### config.mk
export PLATFORM = sky130hd
export DESIGN_NAME = pwm_multichan
export DESIGN_NICKNAME = d
export VERILOG_FILES = /design/src/rtl/pwm_pkg.sv /design/src/rtl/pwm_bus_decode.sv /design/src/rtl/pwm_chan_bank.sv /design/src/rtl/pwm_multichan.sv
export SDC_FILE = /design/constraint.sdc
export NUM_CORES = 2
export LEC_CHECK = 0
export BUFFER_PORTS_ARGS = -buffer_cell sky130_fd_sc_hd__buf_2
export CAP_MARGIN = 5
export CORE_ASPECT_RATIO = 1.4
export CORE_UTILIZATION = 25
export CTS_BUF_LIST = sky130_fd_sc_hd__clkbuf_8
export DETAILED_ROUTE_END_ITERATION = 6
export HOLD_SLACK_MARGIN = 0.05
export PLACE_DENSITY = 0.49
export SLEW_MARGIN = 20
export SYNTH_ARGS = -nofsm -noshare
export SYNTH_HDL_FRONTEND = slang
export SYNTH_SLANG_ARGS = --single-unit
### constraint.sdc
create_clock -name clk -period 4.35 [get_ports clk]
set_input_delay 0.6525 -clock clk [delete_from_list [all_inputs] [get_ports clk]]
set_output_delay 0.6525 -clock clk [all_outputs]
set_load 0.02 [all_outputs]
### src/rtl/pwm_pkg.sv
package pwm_pkg;
  parameter int unsigned PWM_CHANNELS = 6;
  localparam int unsigned CH_IDX_W = $clog2(PWM_CHANNELS);

  // control word bit positions
  localparam int unsigned BIT_LAUNCH = 0;
  localparam int unsigned BIT_COMMIT = 2;
  localparam int unsigned BIT_CONT   = 5;
  localparam int unsigned BIT_POL    = 8;

  typedef enum logic [1:0] {SEL_NONE, SEL_CTRL, SEL_PERIOD, SEL_DUTY} reg_sel_e;

  typedef struct packed {
    logic [PWM_CHANNELS-1:0] ctrlWr;
    logic [PWM_CHANNELS-1:0] periodWr;
    logic [PWM_CHANNELS-1:0] dutyWr;
    logic [CH_IDX_W-1:0]     rdChan;
    reg_sel_e                rdSel;
  } bus_strobe_t;
endpackage

### src/rtl/pwm_bus_decode.sv
module pwm_bus_decode
  import pwm_pkg::*;
#(
  parameter int unsigned ADDR_W       = 8,
  parameter int unsigned CH_STRIDE    = 32,
  parameter int unsigned WINDOW_BYTES = 176,
  parameter int unsigned OFF_CTRL     = 0,
  parameter int unsigned OFF_PERIOD   = 8,
  parameter int unsigned OFF_DUTY     = 12
) (
  input  logic [ADDR_W-1:0] busAddr,
  input  logic              busWrEn,
  output bus_strobe_t       strobe
);
  localparam int unsigned MAX_CHAN_IDX = (1 << ADDR_W) / CH_STRIDE;

  int unsigned chanIdx;
  int unsigned offset;
  logic        inWindow;
  reg_sel_e    sel;

  always_comb begin
    chanIdx  = int'(busAddr) / CH_STRIDE;
    offset   = int'(busAddr) % CH_STRIDE;
    inWindow = (int'(busAddr) < WINDOW_BYTES) && (chanIdx < PWM_CHANNELS)
               && (chanIdx < MAX_CHAN_IDX);
    if (!inWindow)                sel = SEL_NONE;
    else if (offset == OFF_CTRL)   sel = SEL_CTRL;
    else if (offset == OFF_PERIOD) sel = SEL_PERIOD;
    else if (offset == OFF_DUTY)   sel = SEL_DUTY;
    else                           sel = SEL_NONE;
  end

  always_comb begin
    strobe.rdSel  = sel;
    strobe.rdChan = CH_IDX_W'(chanIdx);
  end

  for (genvar ch = 0; ch < PWM_CHANNELS; ch++) begin : g_strobe
    logic hitChan;
    assign hitChan = busWrEn && (chanIdx == ch);
    assign strobe.ctrlWr[ch]   = hitChan && (sel == SEL_CTRL);
    assign strobe.periodWr[ch] = hitChan && (sel == SEL_PERIOD);
    assign strobe.dutyWr[ch]   = hitChan && (sel == SEL_DUTY);
  end
endmodule

### src/rtl/pwm_chan_bank.sv
module pwm_chan_bank
  import pwm_pkg::*;
#(
  parameter int unsigned CNT_W  = 32,
  parameter int unsigned DATA_W = 32
) (
  input  logic                    clk,
  input  logic                    rstN,
  input  bus_strobe_t             strobe,
  input  logic [DATA_W-1:0]       wrData,
  output logic [DATA_W-1:0]       rdData,
  output logic [PWM_CHANNELS-1:0] pwmOut
);
  localparam logic [DATA_W-1:0] CTRL_MASK =
    (DATA_W'(1) << BIT_LAUNCH) | (DATA_W'(1) << BIT_COMMIT) |
    (DATA_W'(1) << BIT_CONT)   | (DATA_W'(1) << BIT_POL);

  logic [DATA_W-1:0] ctrlView   [PWM_CHANNELS];
  logic [CNT_W-1:0]  periodView [PWM_CHANNELS];
  logic [CNT_W-1:0]  dutyView   [PWM_CHANNELS];

  for (genvar ch = 0; ch < PWM_CHANNELS; ch++) begin : g_chan
    logic [DATA_W-1:0] ctrlSh;
    logic [CNT_W-1:0]  periodSh, dutySh, periodAct, dutyAct, cnt, lastCnt;
    logic              polAct, pending, running, wrap, reload, inDuty;

    // a zero period behaves as a period of one clock
    assign lastCnt = (periodAct == '0) ? '0 : periodAct - CNT_W'(1);
    assign wrap    = running && (cnt >= lastCnt);
    assign reload  = pending && (!running || wrap);
    assign inDuty  = cnt < dutyAct;

    always_ff @(posedge clk) begin
      if (!rstN) begin
        ctrlSh    <= '0;
        periodSh  <= '0;
        dutySh    <= '0;
        periodAct <= '0;
        dutyAct   <= '0;
        polAct    <= 1'b0;
        pending   <= 1'b0;
        running   <= 1'b0;
        cnt       <= '0;
      end else begin
        if (reload) begin
          periodAct <= periodSh;
          dutyAct   <= dutySh;
          polAct    <= ctrlSh[BIT_POL];
          pending   <= 1'b0;
        end
        if (strobe.periodWr[ch]) periodSh <= CNT_W'(wrData);
        if (strobe.dutyWr[ch])   dutySh   <= CNT_W'(wrData);
        if (strobe.ctrlWr[ch]) begin
          ctrlSh <= wrData & CTRL_MASK;
          if (wrData[BIT_COMMIT]) pending <= 1'b1;
          if (wrData[BIT_LAUNCH]) running <= 1'b1;
        end
        if (!running || wrap) cnt <= '0;
        else                  cnt <= cnt + CNT_W'(1);
      end
    end

    assign pwmOut[ch]     = running && (polAct ? inDuty : !inDuty);
    assign ctrlView[ch]   = ctrlSh;
    assign periodView[ch] = periodSh;
    assign dutyView[ch]   = dutySh;
  end

  always_comb begin
    rdData = '0;
    if (int'(strobe.rdChan) < PWM_CHANNELS) begin
      unique case (strobe.rdSel)
        SEL_CTRL:   rdData = ctrlView[strobe.rdChan];
        SEL_PERIOD: rdData = DATA_W'(periodView[strobe.rdChan]);
        SEL_DUTY:   rdData = DATA_W'(dutyView[strobe.rdChan]);
        default:    rdData = '0;
      endcase
    end
  end
endmodule

### src/rtl/pwm_multichan.sv
module pwm_multichan
  import pwm_pkg::*;
#(
  parameter int unsigned ADDR_W       = 8,
  parameter int unsigned DATA_W       = 32,
  parameter int unsigned CNT_W        = 32,
  parameter int unsigned CH_STRIDE    = 32,
  parameter int unsigned WINDOW_BYTES = 176
) (
  input  logic                    clk,
  input  logic                    rstN,
  input  logic [ADDR_W-1:0]       busAddr,
  input  logic                    busWrEn,
  input  logic [DATA_W-1:0]       busWrData,
  output logic [DATA_W-1:0]       busRdData,
  output logic [PWM_CHANNELS-1:0] pwmOut
);
  bus_strobe_t strobe;

  pwm_bus_decode #(
    .ADDR_W(ADDR_W), .CH_STRIDE(CH_STRIDE), .WINDOW_BYTES(WINDOW_BYTES)
  ) u_decode (
    .busAddr(busAddr), .busWrEn(busWrEn), .strobe(strobe)
  );

  pwm_chan_bank #(.CNT_W(CNT_W), .DATA_W(DATA_W)) u_bank (
    .clk(clk), .rstN(rstN), .strobe(strobe), .wrData(busWrData),
    .rdData(busRdData), .pwmOut(pwmOut)
  );
endmodule

== Yosys cells after proc, flatten, opt, wreduce, memory -nomap -nowiden ==
Index checks and enable logic that the tools add are counted.

* Register bits after elaboration: 1002
* Bits in latches: 0
* Bits in writable memories: 0
* Memory bits (read-only): 0
* Input port bits: 43
* Output and inout bits: 38
* Logic and storage cells: 221
* Memories: 0

* Add/sub/neg operators: 12
* $mul: 0
* Div/mod/pow operators: 0
* Magnitude comparators: 16
* Equality and inequality tests: 10
* Shifts and indexed selects: 0
* Multiplexer cells: 45
* Bitwise operators: 2
* Reductions and logical operators: 82

{| class="wikitable"
|+ Operators with widths
! kind !! count
|-
| $mux W32 || 13
|-
| $bmux W32 S3 || 3
|-
| $logic_not A32 Y1 || 8
|-
| $add A32 B1 Y32 const B || 6
|-
| $ge A32 B32 Y1 || 6
|-
| $lt A32 B32 Y1 || 6
|-
| $sub A32 B1 Y32 const B || 6
|-
| $pmux W32 S3 || 1
|-
| $logic_and A1 B1 Y1 || 44
|-
| $mux W1 || 24
|-
| $logic_not A1 Y1 || 12
|-
| $reduce_and A2 Y1 || 6
|-
| $reduce_or A2 Y1 || 6
|-
| $eq A5 B4 Y1 const B || 2
|-
| $lt A8 B8 Y1 const B || 1
|-
| $mux W2 || 4
|-
| $eq A3 B2 Y1 const B || 2
|-
| $eq A3 B3 Y1 const B || 2
|-
| $logic_or A1 B1 Y1 || 6
|-
| $eq A2 B2 Y1 const B || 2
|-
| $ge A4 B4 Y1 const B || 1
|-
| $lt A3 B4 Y1 const B || 1
|-
| $not A3 Y4 || 1
|-
| $eq A3 B1 Y1 const B || 1
|-
| 3 further kinds || 3
|}

== Depth between registers and ports, before layout ==
* Depth in word-level cells: 9
* Depth in mapped cells: 19
* Gate-level depth less buffers: 16

== Hierarchy ==
From an unflattened synthesis, not the netlist that was laid out.

* Cell total of the unflattened synthesis: 7220
* Area, all modules: 60888.4 µm²

{| class="wikitable"
|+ By module, submodules not included
! module !! times used !! cells each !! area each (µm²) !! sequential area each (µm²)
|-
| pwm_chan_bank || 1 || 7181 || 60623.1 || 20059.2
|-
| pwm_bus_decode || 1 || 39 || 265.3 || 0.0
|}

== Worst setup path after synthesis ==
No wires, ideal clock.

* Kind: reg2reg
* Start: register u_bank.g_chan[5].periodAct[21]
* End: register u_bank.g_chan[5].dutyAct[31]
* Library setup time: 0.130 ns
* Arrival: 4.308 ns
* Path slack: -0.088 ns
* Cell stages (with the launch flop): 19
* Path buffers: 4
* Period minus slack after synthesis: 4.438 ns
* Cells stage by stage: dfxtp_1 -> or4_4 -> nor4_2 -> nand2b_1 -> or3_1 -> or3_1 -> clkbuf_1 -> buf_2 -> and2_1 -> ha_1 -> nand2b_1 -> a2111o_1 -> a32oi_1 -> a31oi_1 -> o41a_1 -> clkbuf_1 -> clkbuf_1 -> nand3_1 -> o21ai_0

* Longest elaborated chain between the ends: 6
* Elaborated cells on any way between the ends: 7
* Classes of those cells: add/sub (1); order compare (1); mux (1); reduce/logical (4)

{| class="wikitable"
|+ Ends and longest elaborated chain
! item !! line !! source
|-
| start, declared || pwm_chan_bank.sv:24 || <nowiki>logic [CNT_W-1:0] periodSh, dutySh, periodAct, dutyAct, cnt, lastCnt;</nowiki>
|-
| start signal, assigned || pwm_chan_bank.sv:46 || <nowiki>periodAct <= periodSh;</nowiki>
|-
| $sub A32 B1 Y32 or $logic_not A32 Y1 (tied branches) || pwm_chan_bank.sv:28 || <nowiki>assign lastCnt = (periodAct == '0) ? '0 : periodAct - CNT_W'(1);</nowiki>
|-
| $mux W32 (*) || pwm_chan_bank.sv:28 ||
|-
| $ge A32 B32 Y1 (*) || pwm_chan_bank.sv:29 || <nowiki>assign wrap = running && (cnt >= lastCnt);</nowiki>
|-
| $logic_and A1 B1 Y1 (*) || pwm_chan_bank.sv:29 ||
|-
| $logic_or A1 B1 Y1 (*) || pwm_chan_bank.sv:30 || <nowiki>assign reload = pending && (!running || wrap);</nowiki>
|-
| $logic_and A1 B1 Y1 (*) || pwm_chan_bank.sv:30 ||
|-
| end signal, assigned || pwm_chan_bank.sv:47 || <nowiki>dutyAct <= dutySh;</nowiki>
|-
| end, declared || pwm_chan_bank.sv:24 ||
|}

Mark *: on every way between the ends. The rest lies on a longest branch, timed or not.
A chain may end at the register's enable or synchronous reset.

== Worst setup path after layout ==
* Start: register u_bank.g_chan[2].periodAct[17]
* End: register u_bank.g_chan[2].polAct

* Longest elaborated chain between the ends: 6
* Elaborated cells on any way between the ends: 7
* Classes of those cells: add/sub (1); order compare (1); mux (1); reduce/logical (4)

{| class="wikitable"
|+ Ends and longest elaborated chain
! item !! line !! source
|-
| start, declared || pwm_chan_bank.sv:24 ||
|-
| start signal, assigned || pwm_chan_bank.sv:46 ||
|-
| $sub A32 B1 Y32 or $logic_not A32 Y1 (tied branches) || pwm_chan_bank.sv:28 ||
|-
| $mux W32 (*) || pwm_chan_bank.sv:28 ||
|-
| $ge A32 B32 Y1 (*) || pwm_chan_bank.sv:29 ||
|-
| $logic_and A1 B1 Y1 (*) || pwm_chan_bank.sv:29 ||
|-
| $logic_or A1 B1 Y1 (*) || pwm_chan_bank.sv:30 ||
|-
| $logic_and A1 B1 Y1 (*) || pwm_chan_bank.sv:30 ||
|-
| end signal, assigned || pwm_chan_bank.sv:48 || <nowiki>polAct <= ctrlSh[BIT_POL];</nowiki>
|-
| end, declared || pwm_chan_bank.sv:25 || <nowiki>logic polAct, pending, running, wrap, reload, inDuty;</nowiki>
|}

Marks and branches as above.

==> flow_summary_export.csv <==
group,metric,value,unit
run_status,status,"complete, but fails checks",
run_status,failed_checks,"design-rule violations, negative setup slack",
critical_path,rrSetupSlack,-0.05,ns
final_layout,final_nets,7375,
timing,rsz0062_at_grt,"yes",
critical_path,worst_ep_required_time,5.20,ns
final_layout,postLayoutCellArea,65700,um2
critical_path,cp_max_fo,9,
critical_path,arrival,5.25,ns
critical_path,rr_endpoint,"u_bank.g_chan[2].polAct",
placement,portBuffers,80,
timing,min_period,4.40,ns
worst_hold_path,min_path_cells,3,
timing,slew_headroom,30.2,%
route,drtIter0Drc,3733,
timing,finalSetupViolations,54,
timing,report.final.slew_viol_count,0,
yosys,ys_warn_count,0,
critical_path,cp-start-kind,"register",
route,via_per_inst,4.91,
cts,cts_tree,"built",
worst_hold_path,hold_end,"u_bank.g_chan[4].periodSh[14]",
route,ant_nets,0,
yosys,synthFlopType,"dfxtp_1",
route,dr.pass1.iters,7,
floorplan,core_area,216000,um2
pwr,ir_worst_vdd,0.370,mV
route,drt-wirelength-per-cell,21.7,um
global_routing,grtUsageMet3,3.90,%
yosys,async_flop_share,0,%
final_layout,layout-drive-gt1-share,14.5,%
critical_path,critPathKind,"register to register",
global_routing,grt-busiest-layer,"met2",
global_routing,grt_pass1_vias,46500,
critical_path,rr_worst_depth,16,
yosys,synth_cell_types,76,
timing,fin_ws,-0.0502,ns
cts,cts_max_level,4,
global_routing,grt_max_degree,181,
floorplan,num_rows,202,
pwr,powerDensity,287,nW/um2
yosys,synth-edff-count,0,
final_layout,final_cell_mix,"nand2_1 (1,750), dfxtp_1 (994), nor2_1 (423), a21boi_0 (412), ha_1 (390)",
critical_path,end_kind,"register",
global_routing,antenna_found_initial,41,
timing,hold_viol,0,
global_routing,grt-ovfl-total,0,
route,vias,48700,
final_layout,final_common_cell,"nand2_1",
cts,numCtsBuffers,173,
cts,cts_buffer_depth,3,
yosys,synth_nets,7223,
floorplan,die_x,396,um
timing,skew,0.0583,ns
placement,hpwl,158,mm
timing,fmax,0.227,GHz
global_routing,grt_pass1_wl,306,mm
global_routing,use_met1,21.4,%
placement,gp_congestion,0.939,
yosys,synth_seq_cells,1002,
cts,cts_root_buf,"clkbuf_8",
run,max_cap_violations,0,
floorplan,pin_count,81,
global_routing,grt_util_all_layers,18.6,%
placement,dpl-instance-area,59000,um2
timing,tightest_slew,1.05,ns
yosys,syn_inst,6784,
final_layout,syn_to_final_growth,20.7,%
route,routed_wl,216,mm
yosys,synth.avg_cell_area,8.03,um2
cts,clk_pin_slew_worst_paths,0.08,ns
yosys,synth_seq_area_share,36.8,%
floorplan,dieHeight,554,um
pwr,power.leakage,23.6,nW
worst_hold_path,hold_class,"input pin to register",
worst_hold_path,min-delay-start,"busWrData[14]",
cts,cts_sinks,1002,
floorplan,start_util,25.2,%
floorplan,die_area,220000,um2
yosys,synthesis.area,54400,um2
global_routing,grtUsageMet2,31.1,%
timing,fin_crit_sh,101,%
timing,tns,-1.01,ns
route,drc,40,
cts,clkLatencyLatePin,0.97,ns
critical_path,timing.rr.start,"u_bank.g_chan[2].periodAct[17]",
[how the worst max path moves through the flow]
| stage | slack (ns) | end | startpoint |
|---|---|---|---|
| after floorplan | 0.007 | u_bank.g_chan[5].dutyAct[0] | u_bank.g_chan[5].periodAct[13] |
| after global placement | -0.54 | u_bank.g_chan[2].periodAct[24] | u_bank.g_chan[2].periodAct[14] |
| after detailed placement | -0.30 | u_bank.g_chan[2].dutyAct[31] | u_bank.g_chan[2].periodAct[14] |
| after CTS | 0.004 | u_bank.g_chan[5].periodAct[1] | u_bank.g_chan[5].periodAct[21] |
| after global routing | -0.29 | u_bank.g_chan[2].polAct | u_bank.g_chan[2].periodAct[17] |
| final | -0.05 | u_bank.g_chan[2].polAct | u_bank.g_chan[2].periodAct[17] |
[routing by layer]
layer / vias up / wire [um]
met5: - / 346
met4: 56 / 15500
met2: 1409 / 102000
met3: 513 / 13600
met1: 23300 / 84100
li1: 23400 / -
[cell type report]
class / instances / area [um2]
Clock buffer: 212 / 2920
Clock inverter: 92 / 629
Timing Repair Buffer: 395 / 4120
Antenna cell: 6 / 15.0
Tap cell: 2856 / 3570
Inverter: 232 / 871
Sequential cell: 1002 / 20100
Multi-Input combinational cell: 5132 / 33500
Fill cell: 23000 / 151000
[sequential cells by signal (all words and copies together), names as in the netlist]
name / cells
u_bank.g_chan.periodAct: 192
u_bank.g_chan.running: 6
u_bank.g_chan.cnt: 192
u_bank.g_chan.ctrlSh: 24
u_bank.g_chan.polAct: 6
u_bank.g_chan.dutyAct: 192
u_bank.g_chan.periodSh: 192
u_bank.g_chan.pending: 6
u_bank.g_chan.dutySh: 192
[critical path: stages, from the launching register on]
cell and delay [ns]:
dfxtp_2 0.32, or4_4 0.56, nor4_4 0.16, or4b_4 0.58, or3_4 0.41, xnor2_2 0.13, nand2_1 0.07, ha_1 0.29
nand4_1 0.11, or2_4 0.30, nor4_4 0.30, nor3b_4 0.26, a21oi_2 0.10, a21boi_4 0.16, buf_6 0.16, buf_6 0.18
mux2i_1 0.24
[logic make-up (layout without fill, tap and decap cells)]
logic type / Yosys count / in the layout / share of synthesized area [%]
simple gates: 3003 / 3003 / 23.9
compound gates: 1123 / 1123 / 13.5
flops: 1002 / 1002 / 36.8
buf+inv: 650 / 931 / 4.62
fa+ha+maj: 396 / 396 / 9.10
xor+xnor: 337 / 337 / 5.42
mux: 273 / 273 / 6.61
other cells: 0 / 6 / 0
[through the flow]
step                      total power [mW]  hold slack (ns)  instances  util [%]  worst slack (ns)
after CTS                             19.1           0.0525       9853      29.2           0.00432
after detailed placement              10.0            0.447       9525      27.3            -0.296
final                                 18.9            0.138       9927      30.4           -0.0502
after floorplan                       9.76            0.426       6784         -           0.00658
after global routing                  19.5           0.0999       9925      30.4            -0.289
after global placement                10.0            0.442       9525      27.3            -0.536
[cell usage after synthesis (all sizes together), types with 45 or more instances]
| library cell | number | area, um2 |
|---|---|---|
| buf | 67 | 325 |
| xor2 | 220 | 1930 |
| ha | 396 | 4950 |
| nand4 | 94 | 588 |
| nor3 | 91 | 472 |
| clkbuf | 351 | 1320 |
| dfxtp | 1002 | 20100 |
| a21boi | 413 | 3100 |
| nor2 | 436 | 1640 |
| and3 | 47 | 294 |
| mux4 | 69 | 1550 |
| a22oi | 71 | 533 |
| a21oi | 192 | 961 |
| nor4 | 65 | 465 |
| nand3 | 330 | 1650 |
| mux2i | 204 | 2040 |
| nand2 | 1759 | 6610 |
| o21ai | 271 | 1360 |
| xnor2 | 117 | 1020 |
| a21o | 45 | 338 |
| inv | 232 | 871 |
[power by group]
group          internal (mW)  switching (mW)  leakage, nW
registers               9.18         0.00740         8.07
logic                  0.168           0.497         13.5
clock network           4.69            4.33         2.01
[repair_timing]
item | 4_1_cts | 5_1_grt
hold endpoints to repair | 16 | 0
endpoints found under the setup margin | 391 | 586
gates cloned | 7 | 48
hold buffers | 3 | 0
gates resized for setup | 44 | 421
buffers inserted | 14 | 24
pin swaps | 15 | 92
Note: power is estimated with default switching activity, not from simulation.
